==> config.mk <==
export PLATFORM = sky130hd
export DESIGN_NAME = dbg_bp_match
export DESIGN_NICKNAME = d
export VERILOG_FILES = /design/src/rtl/dbg_bp_pkg.sv /design/src/rtl/dbg_bp_slot.sv /design/src/rtl/dbg_bp_status.sv /design/src/rtl/dbg_bp_match.sv
export SDC_FILE = /design/constraint.sdc
export NUM_CORES = 2
export LEC_CHECK = 0
export ABC_AREA = 1
export CAP_MARGIN = 20
export CORE_ASPECT_RATIO = 0.75
export CORE_MARGIN = 2
export CORE_UTILIZATION = 59
export DETAILED_ROUTE_END_ITERATION = 8
export DONT_BUFFER_PORTS = 1
export PLACE_DENSITY_LB_ADDON = 0.1
export SLEW_MARGIN = 40
export SYNTH_ARGS = -nofsm -noshare
export SYNTH_HDL_FRONTEND = slang
export SYNTH_HIERARCHICAL = 1
export SYNTH_SLANG_ARGS = --single-unit
==> constraint.sdc <==
create_clock -name clk -period 5.1 [get_ports clk]
set_clock_uncertainty 0.05 [all_clocks]
set_input_delay 0.765 -clock clk [delete_from_list [all_inputs] [get_ports clk]]
set_output_delay 0.765 -clock clk [all_outputs]
set_load 0.05 [all_outputs]
==> src/rtl/dbg_bp_pkg.sv <==
package dbg_bp_pkg;
  typedef enum logic [1:0] {
    BPK_EXEC = 2'b00,
    BPK_WR   = 2'b01,
    BPK_IO   = 2'b10,
    BPK_RW   = 2'b11
  } bp_kind_e;

  localparam int CFG_BASE = 16;   // per-slot nibbles start here
  localparam int CFG_W    = 4;    // kind[1:0], len[3:2]

  // Watch length: non-linear code
  function automatic logic [3:0] watch_len(input logic [1:0] code);
    case (code)
      2'd0:    watch_len = 4'd1;
      2'd1:    watch_len = 4'd2;
      2'd2:    watch_len = 4'd8;
      default: watch_len = 4'd4;
    endcase
  endfunction

  // Access size from log2 code
  function automatic logic [3:0] acc_bytes(input logic [1:0] code);
    acc_bytes = 4'd1 << code;
  endfunction
endpackage

==> src/rtl/dbg_bp_slot.sv <==
module dbg_bp_slot
  import dbg_bp_pkg::*;
#(
  parameter int AW = 32,
  parameter int PW = 16
) (
  input  logic [1:0]    en_bits,
  input  logic [3:0]    cfg,
  input  logic [AW-1:0] base,
  input  logic          fetch_v,
  input  logic [AW-1:0] fetch_a,
  input  logic          dat_v,
  input  logic [AW-1:0] dat_a,
  input  logic [1:0]    dat_sz,
  input  logic          dat_wr,
  input  logic          io_v,
  input  logic [PW-1:0] io_p,
  input  logic [1:0]    io_sz,
  output logic          slot_en,
  output logic          cd_hit,
  output logic          io_hit
);
  localparam int EW = AW + 1;   // one spare bit so range ends never wrap

  bp_kind_e      kind;
  logic [EW-1:0] w_lo, w_hi, d_lo, d_hi, p_lo, p_hi;
  logic          d_ovl, p_ovl;

  assign kind  = bp_kind_e'(cfg[1:0]);
  assign w_lo  = EW'(base);
  assign w_hi  = w_lo + EW'(watch_len(cfg[3:2])) - EW'(1);
  assign d_lo  = EW'(dat_a);
  assign d_hi  = d_lo + EW'(acc_bytes(dat_sz)) - EW'(1);
  assign p_lo  = EW'(io_p);
  assign p_hi  = p_lo + EW'(acc_bytes(io_sz)) - EW'(1);
  assign d_ovl = (d_lo <= w_hi) && (w_lo <= d_hi);
  assign p_ovl = (p_lo <= w_hi) && (w_lo <= p_hi);

  always_comb begin
    slot_en = |en_bits;
    cd_hit  = 1'b0;
    io_hit  = 1'b0;
    case (kind)
      BPK_EXEC: cd_hit = fetch_v && (fetch_a == base);
      BPK_WR:   cd_hit = dat_v && dat_wr && d_ovl;
      BPK_RW:   cd_hit = dat_v && d_ovl;
      BPK_IO:   io_hit = io_v && slot_en && p_ovl;
      default:  cd_hit = 1'b0;
    endcase
  end
endmodule

==> src/rtl/dbg_bp_status.sv <==
module dbg_bp_status #(
  parameter int NSLOT = 4,
  parameter int AW    = 32
) (
  input  logic             clk,
  input  logic             rst_n,
  input  logic [NSLOT-1:0] cd_mask,
  input  logic [NSLOT-1:0] en_mask,
  input  logic [NSLOT-1:0] io_mask,
  input  logic             step,
  input  logic [AW-1:0]    fetch_a,
  input  logic [AW-1:0]    io_next,
  output logic [NSLOT-1:0] hit_status,
  output logic             step_status,
  output logic             trap,
  output logic [AW-1:0]    resume_ip
);
  logic             io_any, en_hit, upd;
  logic [NSLOT-1:0] hit_nxt;
  logic [AW-1:0]    resume_nxt;
  logic             step_nxt;

  always_comb begin
    io_any     = |io_mask;
    en_hit     = |(cd_mask & en_mask);
    upd        = io_any | en_hit | step;
    hit_nxt    = io_any ? io_mask : cd_mask;
    resume_nxt = io_any ? io_next : fetch_a;
    step_nxt   = step_status | step;
  end

  always_ff @(posedge clk or negedge rst_n) begin
    if (!rst_n) begin
      hit_status  <= '0;
      resume_ip   <= '0;
      step_status <= 1'b0;
      trap        <= 1'b0;
    end else begin
      trap        <= upd;
      step_status <= step_nxt;
      if (upd) begin
        hit_status <= hit_nxt;
        resume_ip  <= resume_nxt;
      end
    end
  end
endmodule

==> src/rtl/dbg_bp_match.sv <==
module dbg_bp_match
  import dbg_bp_pkg::*;
#(
  parameter int NSLOT = 4,
  parameter int AW    = 32,
  parameter int PW    = 16,
  parameter int CW    = CFG_BASE + CFG_W * NSLOT
) (
  input  logic                clk,
  input  logic                rst_n,
  input  logic [CW-1:0]       bp_ctl,
  input  logic [NSLOT*AW-1:0] bp_addr,
  input  logic                fetch_valid,
  input  logic [AW-1:0]       fetch_ip,
  input  logic                dacc_valid,
  input  logic [AW-1:0]       dacc_addr,
  input  logic [1:0]          dacc_size,
  input  logic                dacc_write,
  input  logic                io_valid,
  input  logic [PW-1:0]       io_port,
  input  logic [1:0]          io_size,
  input  logic [AW-1:0]       io_next_ip,
  input  logic                step_evt,
  output logic                trap_req,
  output logic [NSLOT-1:0]    hit_status,
  output logic                step_status,
  output logic [AW-1:0]       resume_ip
);
  // Input register stage
  logic [CW-1:0]       ctl_q;
  logic [NSLOT*AW-1:0] addr_q;
  logic                fetch_v_q, dat_v_q, io_v_q, step_q, dat_wr_q;
  logic [AW-1:0]       fetch_q, dat_a_q, io_next_q;
  logic [1:0]          dat_sz_q, io_sz_q;
  logic [PW-1:0]       io_p_q;

  always_ff @(posedge clk or negedge rst_n) begin
    if (!rst_n) begin
      ctl_q     <= '0;
      addr_q    <= '0;
      fetch_v_q <= 1'b0;
      dat_v_q   <= 1'b0;
      io_v_q    <= 1'b0;
      step_q    <= 1'b0;
      fetch_q   <= '0;
      dat_a_q   <= '0;
      dat_sz_q  <= '0;
      dat_wr_q  <= 1'b0;
      io_p_q    <= '0;
      io_sz_q   <= '0;
      io_next_q <= '0;
    end else begin
      ctl_q     <= bp_ctl;
      addr_q    <= bp_addr;
      fetch_v_q <= fetch_valid;
      dat_v_q   <= dacc_valid;
      io_v_q    <= io_valid;
      step_q    <= step_evt;
      if (fetch_valid) fetch_q <= fetch_ip;
      if (dacc_valid) begin
        dat_a_q  <= dacc_addr;
        dat_sz_q <= dacc_size;
        dat_wr_q <= dacc_write;
      end
      if (io_valid) begin
        io_p_q    <= io_port;
        io_sz_q   <= io_size;
        io_next_q <= io_next_ip;
      end
    end
  end

  logic [NSLOT-1:0] en_mask, cd_mask, io_mask;

  for (genvar g = 0; g < NSLOT; g++) begin : g_slot
    dbg_bp_slot #(.AW(AW), .PW(PW)) u_slot (
      .en_bits (ctl_q[2*g +: 2]),
      .cfg     (ctl_q[CFG_BASE + CFG_W*g +: CFG_W]),
      .base    (addr_q[g*AW +: AW]),
      .fetch_v (fetch_v_q),
      .fetch_a (fetch_q),
      .dat_v   (dat_v_q),
      .dat_a   (dat_a_q),
      .dat_sz  (dat_sz_q),
      .dat_wr  (dat_wr_q),
      .io_v    (io_v_q),
      .io_p    (io_p_q),
      .io_sz   (io_sz_q),
      .slot_en (en_mask[g]),
      .cd_hit  (cd_mask[g]),
      .io_hit  (io_mask[g])
    );
  end

  dbg_bp_status #(.NSLOT(NSLOT), .AW(AW)) u_status (
    .clk         (clk),
    .rst_n       (rst_n),
    .cd_mask     (cd_mask),
    .en_mask     (en_mask),
    .io_mask     (io_mask),
    .step        (step_q),
    .fetch_a     (fetch_q),
    .io_next     (io_next_q),
    .hit_status  (hit_status),
    .step_status (step_status),
    .trap        (trap_req),
    .resume_ip   (resume_ip)
  );
endmodule

# --- Word-level counts from Yosys, hierarchy flattened ---
# Cells that the tools add are included.
word_totals:
  ff_bits: 319
  input_bits: 283
  wordCells: 132
classes:
  add_sub_neg: 12
  n_lt_le_gt_ge: 16
  n_eq_ne: 24
  shift: 2
  muxes: 14
  n_bitwise: 4
  n_reduce_logical: 43
op_table:
  columns: ["operator", "count"]
  rows:
  - ["32-bit by 33-bit less-or-equal comparator with 1-bit output", 12]
  - ["33-bit by 1-bit subtractor with 33-bit output, second input constant", 6]
  - ["32-bit by 4-bit adder with 33-bit output", 5]
  - ["16-bit by 33-bit less-or-equal comparator with 1-bit output", 4]
  - ["32-bit == test", 4]
  - ["4-bit case mux with 3 select lines", 4]
  - ["32-bit 2-to-1 mux", 1]
  - ["1-bit logical AND", 29]
  - ["2-bit == test, second input constant", 12]
  - ["16-bit by 4-bit adder with 17-bit output", 1]
  - ["2-bit by 1-bit == test with 1-bit output, second input constant", 8]
  - ["2-bit zero test", 8]
  - ["1-bit case mux with 3 select lines", 4]
  - ["2-bit OR reduction", 4]
  - ["4-bit OR reduction", 2]
  - ["1-bit by 2-bit << shifter with 4-bit output, first input constant", 2]
  - ["4-bit AND", 1]
  - ["1-bit 2-to-1 mux", 4]
  - ["4-bit 2-to-1 mux", 1]
  - ["1-bit bitwise OR", 3]

# --- Longest topological paths before layout ---
logic_depth:
  ltp_word: 12
  ltp_mapped: 39
  depth_no_buf: 38

# --- Cells and area by module ---
# The synthesis kept the hierarchy.
modules_own_cells:
  columns: ["module", "instances", "cells_per_inst", "area_each_um2", "seq_area_each_um2"]
  rows:
  - ["dbg_bp_match", 1, 652, 8488.1, 6831.6]
  - ["dbg_bp_slot (g_slot[2].u_slot)", 1, 1420, 8369.3, 0.0]
  - ["dbg_bp_slot (g_slot[0].u_slot)", 1, 1389, 8339.2, 0.0]
  - ["dbg_bp_slot (g_slot[1].u_slot)", 1, 1423, 8313.0, 0.0]
  - ["dbg_bp_slot (g_slot[3].u_slot)", 1, 1392, 8190.4, 0.0]
  - ["dbg_bp_status", 1, 287, 2034.5, 950.9]

# --- Least setup slack after synthesis ---
# Ideal clock, no wire load.
synth_path:
  kind: "reg-to-reg"
  from: "register io_sz_q[1]"
  to: "register u_status.hit_status[0]"
  setup_ps: 118
  arrival_time_ps: 4503
  t_required_ps: 4932
  setup_slack_ps: 429
  stages_incl_launch_ff: 32
  period_less_slack_ps: 4671
  path_cell_list: "dfrtp_1 inv_1 nand2_1 ha_1 inv_1 ha_1 inv_1 fa_1 nor4_1 nor2_1 o21ai_2 a21boi_0 o21ai_0 a21oi_1 xor2_1 ha_1 nand2_1 nor3_1 o31ai_1 o211ai_1 nand2_1 nand3_1 nand2_1 inv_1 nor2_1 nor2_4 nand2_4 nor2_8 nand2_4 buf_2 nand2_1 nand2_1"
synth_via:
  elab_chain_len: 10
synth_rtl:
  columns: ["element", "line_no", "rtl"]
  rows:
  - ["from (decl)", "dbg_bp_match.sv:34", "logic [1:0] dat_sz_q, io_sz_q;"]
  - ["from (signal assigned)", "dbg_bp_match.sv:67", "io_sz_q <= io_size;"]
  - ["1-bit by 2-bit << shifter with 4-bit output (*)", "dbg_bp_pkg.sv:24", "acc_bytes = 4'd1 << code;"]
  - ["16-bit by 4-bit adder with 17-bit output (*)", "dbg_bp_slot.sv:35", "assign p_hi = p_lo + EW'(acc_bytes(io_sz)) - EW'(1);"]
  - ["33-bit by 1-bit subtractor with 33-bit output (*)", "dbg_bp_slot.sv:35", null]
  - ["32-bit by 33-bit less-or-equal comparator with 1-bit output (*)", "dbg_bp_slot.sv:37", "assign p_ovl = (p_lo <= w_hi) && (w_lo <= p_hi);"]
  - ["1-bit logical AND (*)", "dbg_bp_slot.sv:37", null]
  - ["1-bit logical AND (*)", "dbg_bp_slot.sv:47", "BPK_IO: io_hit = io_v && slot_en && p_ovl;"]
  - ["1-bit 2-to-1 mux (*)", "dbg_bp_slot.sv:43", "case (kind)"]
  - ["net io_mask[3]", "dbg_bp_match.sv:73", "logic [NSLOT-1:0] en_mask, cd_mask, io_mask;"]
  - ["4-bit OR reduction (*)", "dbg_bp_status.sv:24", "io_any = |io_mask;"]
  - ["1-bit bitwise OR (2 in a row)", "dbg_bp_status.sv:26", "upd = io_any | en_hit | step;"]
  - ["to (signal assigned)", "dbg_bp_status.sv:42", "hit_status <= hit_nxt;"]
  - ["to (decl)", "dbg_bp_status.sv:13", "output logic [NSLOT-1:0] hit_status,"]
# Mark *: on every way through the listed nets, which the timed path passes. The rest lies on a longest branch.
# A chain may end at the register's enable or synchronous reset.

# --- Worst setup path after layout ---
layout_path:
  from: "register io_sz_q[1]"
  to: "register u_status.resume_ip[15]"
layout_via:
  elab_chain_len: 10
layout_rtl:
  columns: ["element", "line_no", "rtl"]
  rows:
  - ["1-bit by 2-bit << shifter with 4-bit output (*)", "dbg_bp_pkg.sv:24", null]
  - ["16-bit by 4-bit adder with 17-bit output (*)", "dbg_bp_slot.sv:35", null]
  - ["33-bit by 1-bit subtractor with 33-bit output (*)", "dbg_bp_slot.sv:35", null]
  - ["32-bit by 33-bit less-or-equal comparator with 1-bit output (*)", "dbg_bp_slot.sv:37", null]
  - ["1-bit logical AND (*)", "dbg_bp_slot.sv:37", null]
  - ["1-bit logical AND (*)", "dbg_bp_slot.sv:47", null]
  - ["1-bit 2-to-1 mux (*)", "dbg_bp_slot.sv:43", null]
  - ["net io_mask[1]", "dbg_bp_match.sv:73", null]
  - ["4-bit OR reduction (*)", "dbg_bp_status.sv:24", null]
  - ["1-bit bitwise OR (2 in a row)", "dbg_bp_status.sv:26", null]
  - ["to (signal assigned)", "dbg_bp_status.sv:43", "resume_ip <= resume_nxt;"]
  - ["to (decl)", "dbg_bp_status.sv:16", "output logic [AW-1:0] resume_ip"]
# Marked as above.

==> flow_metrics.env <==
export IMPL_cts_inserted_buffers=31
export IMPL_synthFlopType="dfrtp_1"
export IMPL_whs_ps=-240
export IMPL_violations="negative hold slack, negative setup slack"
export IMPL_grt_max_degree=312
export IMPL_nNetsFinal=7949
export IMPL_min_period_over_period_pct=100
export IMPL_critPathRequiredTime_ps=5580
export IMPL_fill_cells=6688
export IMPL_multiInputGateArea_sq_um=32700
export IMPL_ys_ff_latch=311
export IMPL_grt_usage_pct=45.1
export IMPL_hold_viol=311
export IMPL_max_freq_mhz=196
export IMPL_crit_path_top_delay_cell="dfrtp_2"
export IMPL_first_pass_iters=7
export IMPL_yosysTopAreaCell="ha_1"
export IMPL_synth_avg_cell_area_sq_um=6.66
export IMPL_tightest_slew_ps=933
export IMPL_final_util_pct=67.1
export IMPL_num_vias=46900
export IMPL_power_density_nw_per_um2=301
export IMPL_area_delta_synth_final_pct=12.6
export IMPL_io_pins=321
export IMPL_status="complete, but fails checks"
export IMPL_leakage_nw=26.7
export IMPL_rsz0062_at_grt="true"
export IMPL_ant_nets=0
export IMPL_wl_per_cell_um=23.0
export IMPL_synth_area_top_cells="ha_1, dfrtp_1, nand2_1, inv_1, a21oi_1"
export IMPL_maxCapViolCount=0
export IMPL_async_flop_share_pct=100
export IMPL_relSlewSlack_pct=37.8
export IMPL_cts_tree="done"
export IMPL_dpl_cell_area_sq_um=46700
export IMPL_arrival_ps=5590
export IMPL_cts_buffer_depth=3
export IMPL_clk_insertion_delay_late_ps=660
export IMPL_stdcell_count=7832
export IMPL_irDropWorstVdd_v=0.000366
export IMPL_dieWidth_um=318
export IMPL_die_area_sq_um=76300
export IMPL_synth_area_sq_um=43700
export IMPL_grt_first_pass_wirelength_um=257000
export IMPL_htree_levels=1
export IMPL_drc_errors=0
export IMPL_grt_antenna_before_repair=5
export IMPL_fin_ws_ps=-2.84
export IMPL_place_ws_ps=-172
export IMPL_via_per_inst=5.98
export IMPL_final_max_slew_viol_count=0
export IMPL_drive_gt1_share_pct=11.3
export IMPL_post_synth_num_cell_types=63
export IMPL_place_hpwl_um=143000
export IMPL_clock_sinks=311
export IMPL_critPathLaunchType="flip-flop"
export IMPL_stdcell_area_sq_um=49200
export IMPL_rows=86
export IMPL_start_util_pct=59.6
export IMPL_period_minus_slack_ps=5100
export IMPL_critPathMaxStageDelay_ps=460
export IMPL_place_gp_congestion=1.07
export IMPL_seq_area_frac_synth_pct=17.8
export IMPL_synthCells=6563
export IMPL_drtIter0Drc=5764
export IMPL_syn_nets=7674
export IMPL_regArea_sq_um=7800
export IMPL_ys_warnings_count=6
export IMPL_dp_cells=7726
export IMPL_grt_ovfl_total=0
export IMPL_io_buffers=0
export IMPL_setup_viol=1
export IMPL_worstSetupEndpointType="flip-flop"
export IMPL_wirelength_um=180000
export IMPL_hold_class="primary input to asynchronous set/reset pin"
export IMPL_synth_edf_count=0
export IMPL_critical_path_class="flip-flop to flip-flop"
export IMPL_yosys_area_top_type_share_pct=23.3
export IMPL_grt_pass1_vias=41900
export IMPL_clkTransAtPathRegs_ps=90
export IMPL_crit_top_cell="nand2_1"
export IMPL_fp_dieH_um=240
export IMPL_cts_root_buf="clkbuf_16"
export IMPL_coreArea_sq_um=73400
export IMPL_crit_fanout=9
-- metal layers --
| layer | global-route usage (%) | vias to the layer above | part of all wire [%] |
|---|---|---|---|
| met3 | 11.9 | 528 | 14 |
| met4 | 23.1 | 10 | 6.2 |
| li1 | - | 22000 | - |
| met2 | 64.0 | 2789 | 39 |
| met5 | 0 | - | 0.040 |
| met1 | 62.6 | 21500 | 41 |
-- cell usage after synthesis (all sizes together), types with 2 or more instances --
master	instances
o21a	12
o2111ai	8
nand3	309
or2	37
nand2	2025
nor4b	7
o21bai	34
o211a	2
buf	31
nand3b	18
a21oi	516
o21ai	197
o311a	4
a211oi	14
and2	10
a31o	4
nor4	53
fa	12
nor3	69
dfrtp	311
inv	1016
xnor2	165
nor3b	7
o31ai	5
ha	816
nor2	490
a31oi	21
clkbuf	12
o211ai	19
and3	5
a21o	31
xor2	153
o311ai	3
nand4	134
a21boi	10
-- through the flow --
step / setup TNS [ps] / power (mW)
global route: -4620 / 15.8
floorplan: 0 / 8.80
CTS: 0 / 14.1
finish: -2.84 / 14.8
detailed placement: -5480 / 11.4
global placement: 0 / 11.2
-- flip-flops by register name, summed over array words and instances, names as in the netlist, 2 cells and up --
register	cells
io_p_q	16
fetch_q	32
dat_sz_q	2
dat_a_q	32
io_sz_q	2
io_next_q	32
addr_q	128
u_status/hit_status	4
u_status/resume_ip	32
ctl_q	24
-- cells by family (layout without fill, tap and decap cells) --
kind of cell,count (synthesis),after routing,synth area share (%)
simple gates,3164,3164,31.0
xor+xnor,318,318,6.39
other cells,0,3,0
buf+inv,1059,1357,9.52
fa+ha+maj,828,828,23.9
compound gates,883,883,11.4
flops,311,311,17.8
-- final cells by class --
| cell class | instances | share of cell area (%) |
|---|---|---|
| Antenna cell | 3 | 0.0152 |
| Timing Repair Buffer | 285 | 5.23 |
| Inverter | 1016 | 7.80 |
| Sequential cell | 311 | 15.8 |
| Multi-Input combinational cell | 5193 | 66.3 |
| Clock buffer | 37 | 1.70 |
| Tap cell | 968 | 2.46 |
| Clock inverter | 19 | 0.620 |
-- worst max-delay path: cells and delay by family (launching register included) --
kind	cells	cell delay, ps
xor gates and xnor gates	1	80
adders and majority gates	4	1110
buffers and inverters	6	590
AOI/OAI and AO/OA	7	930
DFF	1	460
and+or+nand+nor	17	1740
-- layout by cell type (no fill, tap or decap), types with 34 or more instances in the layout --
cell type and n:
inv_1 985, a21oi_1 486, ha_1 801, nand2_2 129
nand2_1 1875, nor2_2 38, buf_4 240, clkbuf_16 34
xnor2_1 159, dfrtp_1 297, o21ai_0 156, xor2_1 152
nand3_1 286, nor3_1 56, nand4_1 134, nor2_1 439
nor4_1 39, or2_2 35
-- power breakdown --
| part | switching, mW | internal (mW) | total (mW) |
|---|---|---|---|
| sequential | 0.805 | 2.68 | 3.48 |
| combinational | 5.35 | 3.35 | 8.70 |
| clock | 1.12 | 1.53 | 2.65 |
-- what timing repair did --
action / CTS / global route
pin swaps: 6 / 100
cloned: 0 / 3
setup endpoints to repair: 37 / 37
setup buffers: 6 / 42
gates resized for setup: 13 / 256
hold endpoints to repair: 311 / 311
-- worst paths after layout --
| path | from | endpoint | slack, ps | depth (start not counted) |
|---|---|---|---|---|
| worst min-delay path | rst_n | addr_q[63]$_DFF_PN0_ | -240 | 0 |
| min in group clk | bp_addr[43] | addr_q[43]$_DFF_PN0_ | 80 | 0 |
| worst min register to register | io_next_q[10]$_DFFE_PN0P_ | io_next_q[10]$_DFFE_PN0P_ | 420 | 2 |
| worst max register to register | io_sz_q[1]$_DFFE_PN0P_ | u_status/resume_ip[15]$_DFFE_PN0P_ | -3 | 35 |
| worst max-delay path | io_sz_q[1]$_DFFE_PN0P_ | u_status/resume_ip[15]$_DFFE_PN0P_ | -3 | 35 |
| max in group asynchronous | rst_n | addr_q[113]$_DFF_PN0_ | 4740 | 0 |
No activity file was read; power rests on OpenSTA's default activity.
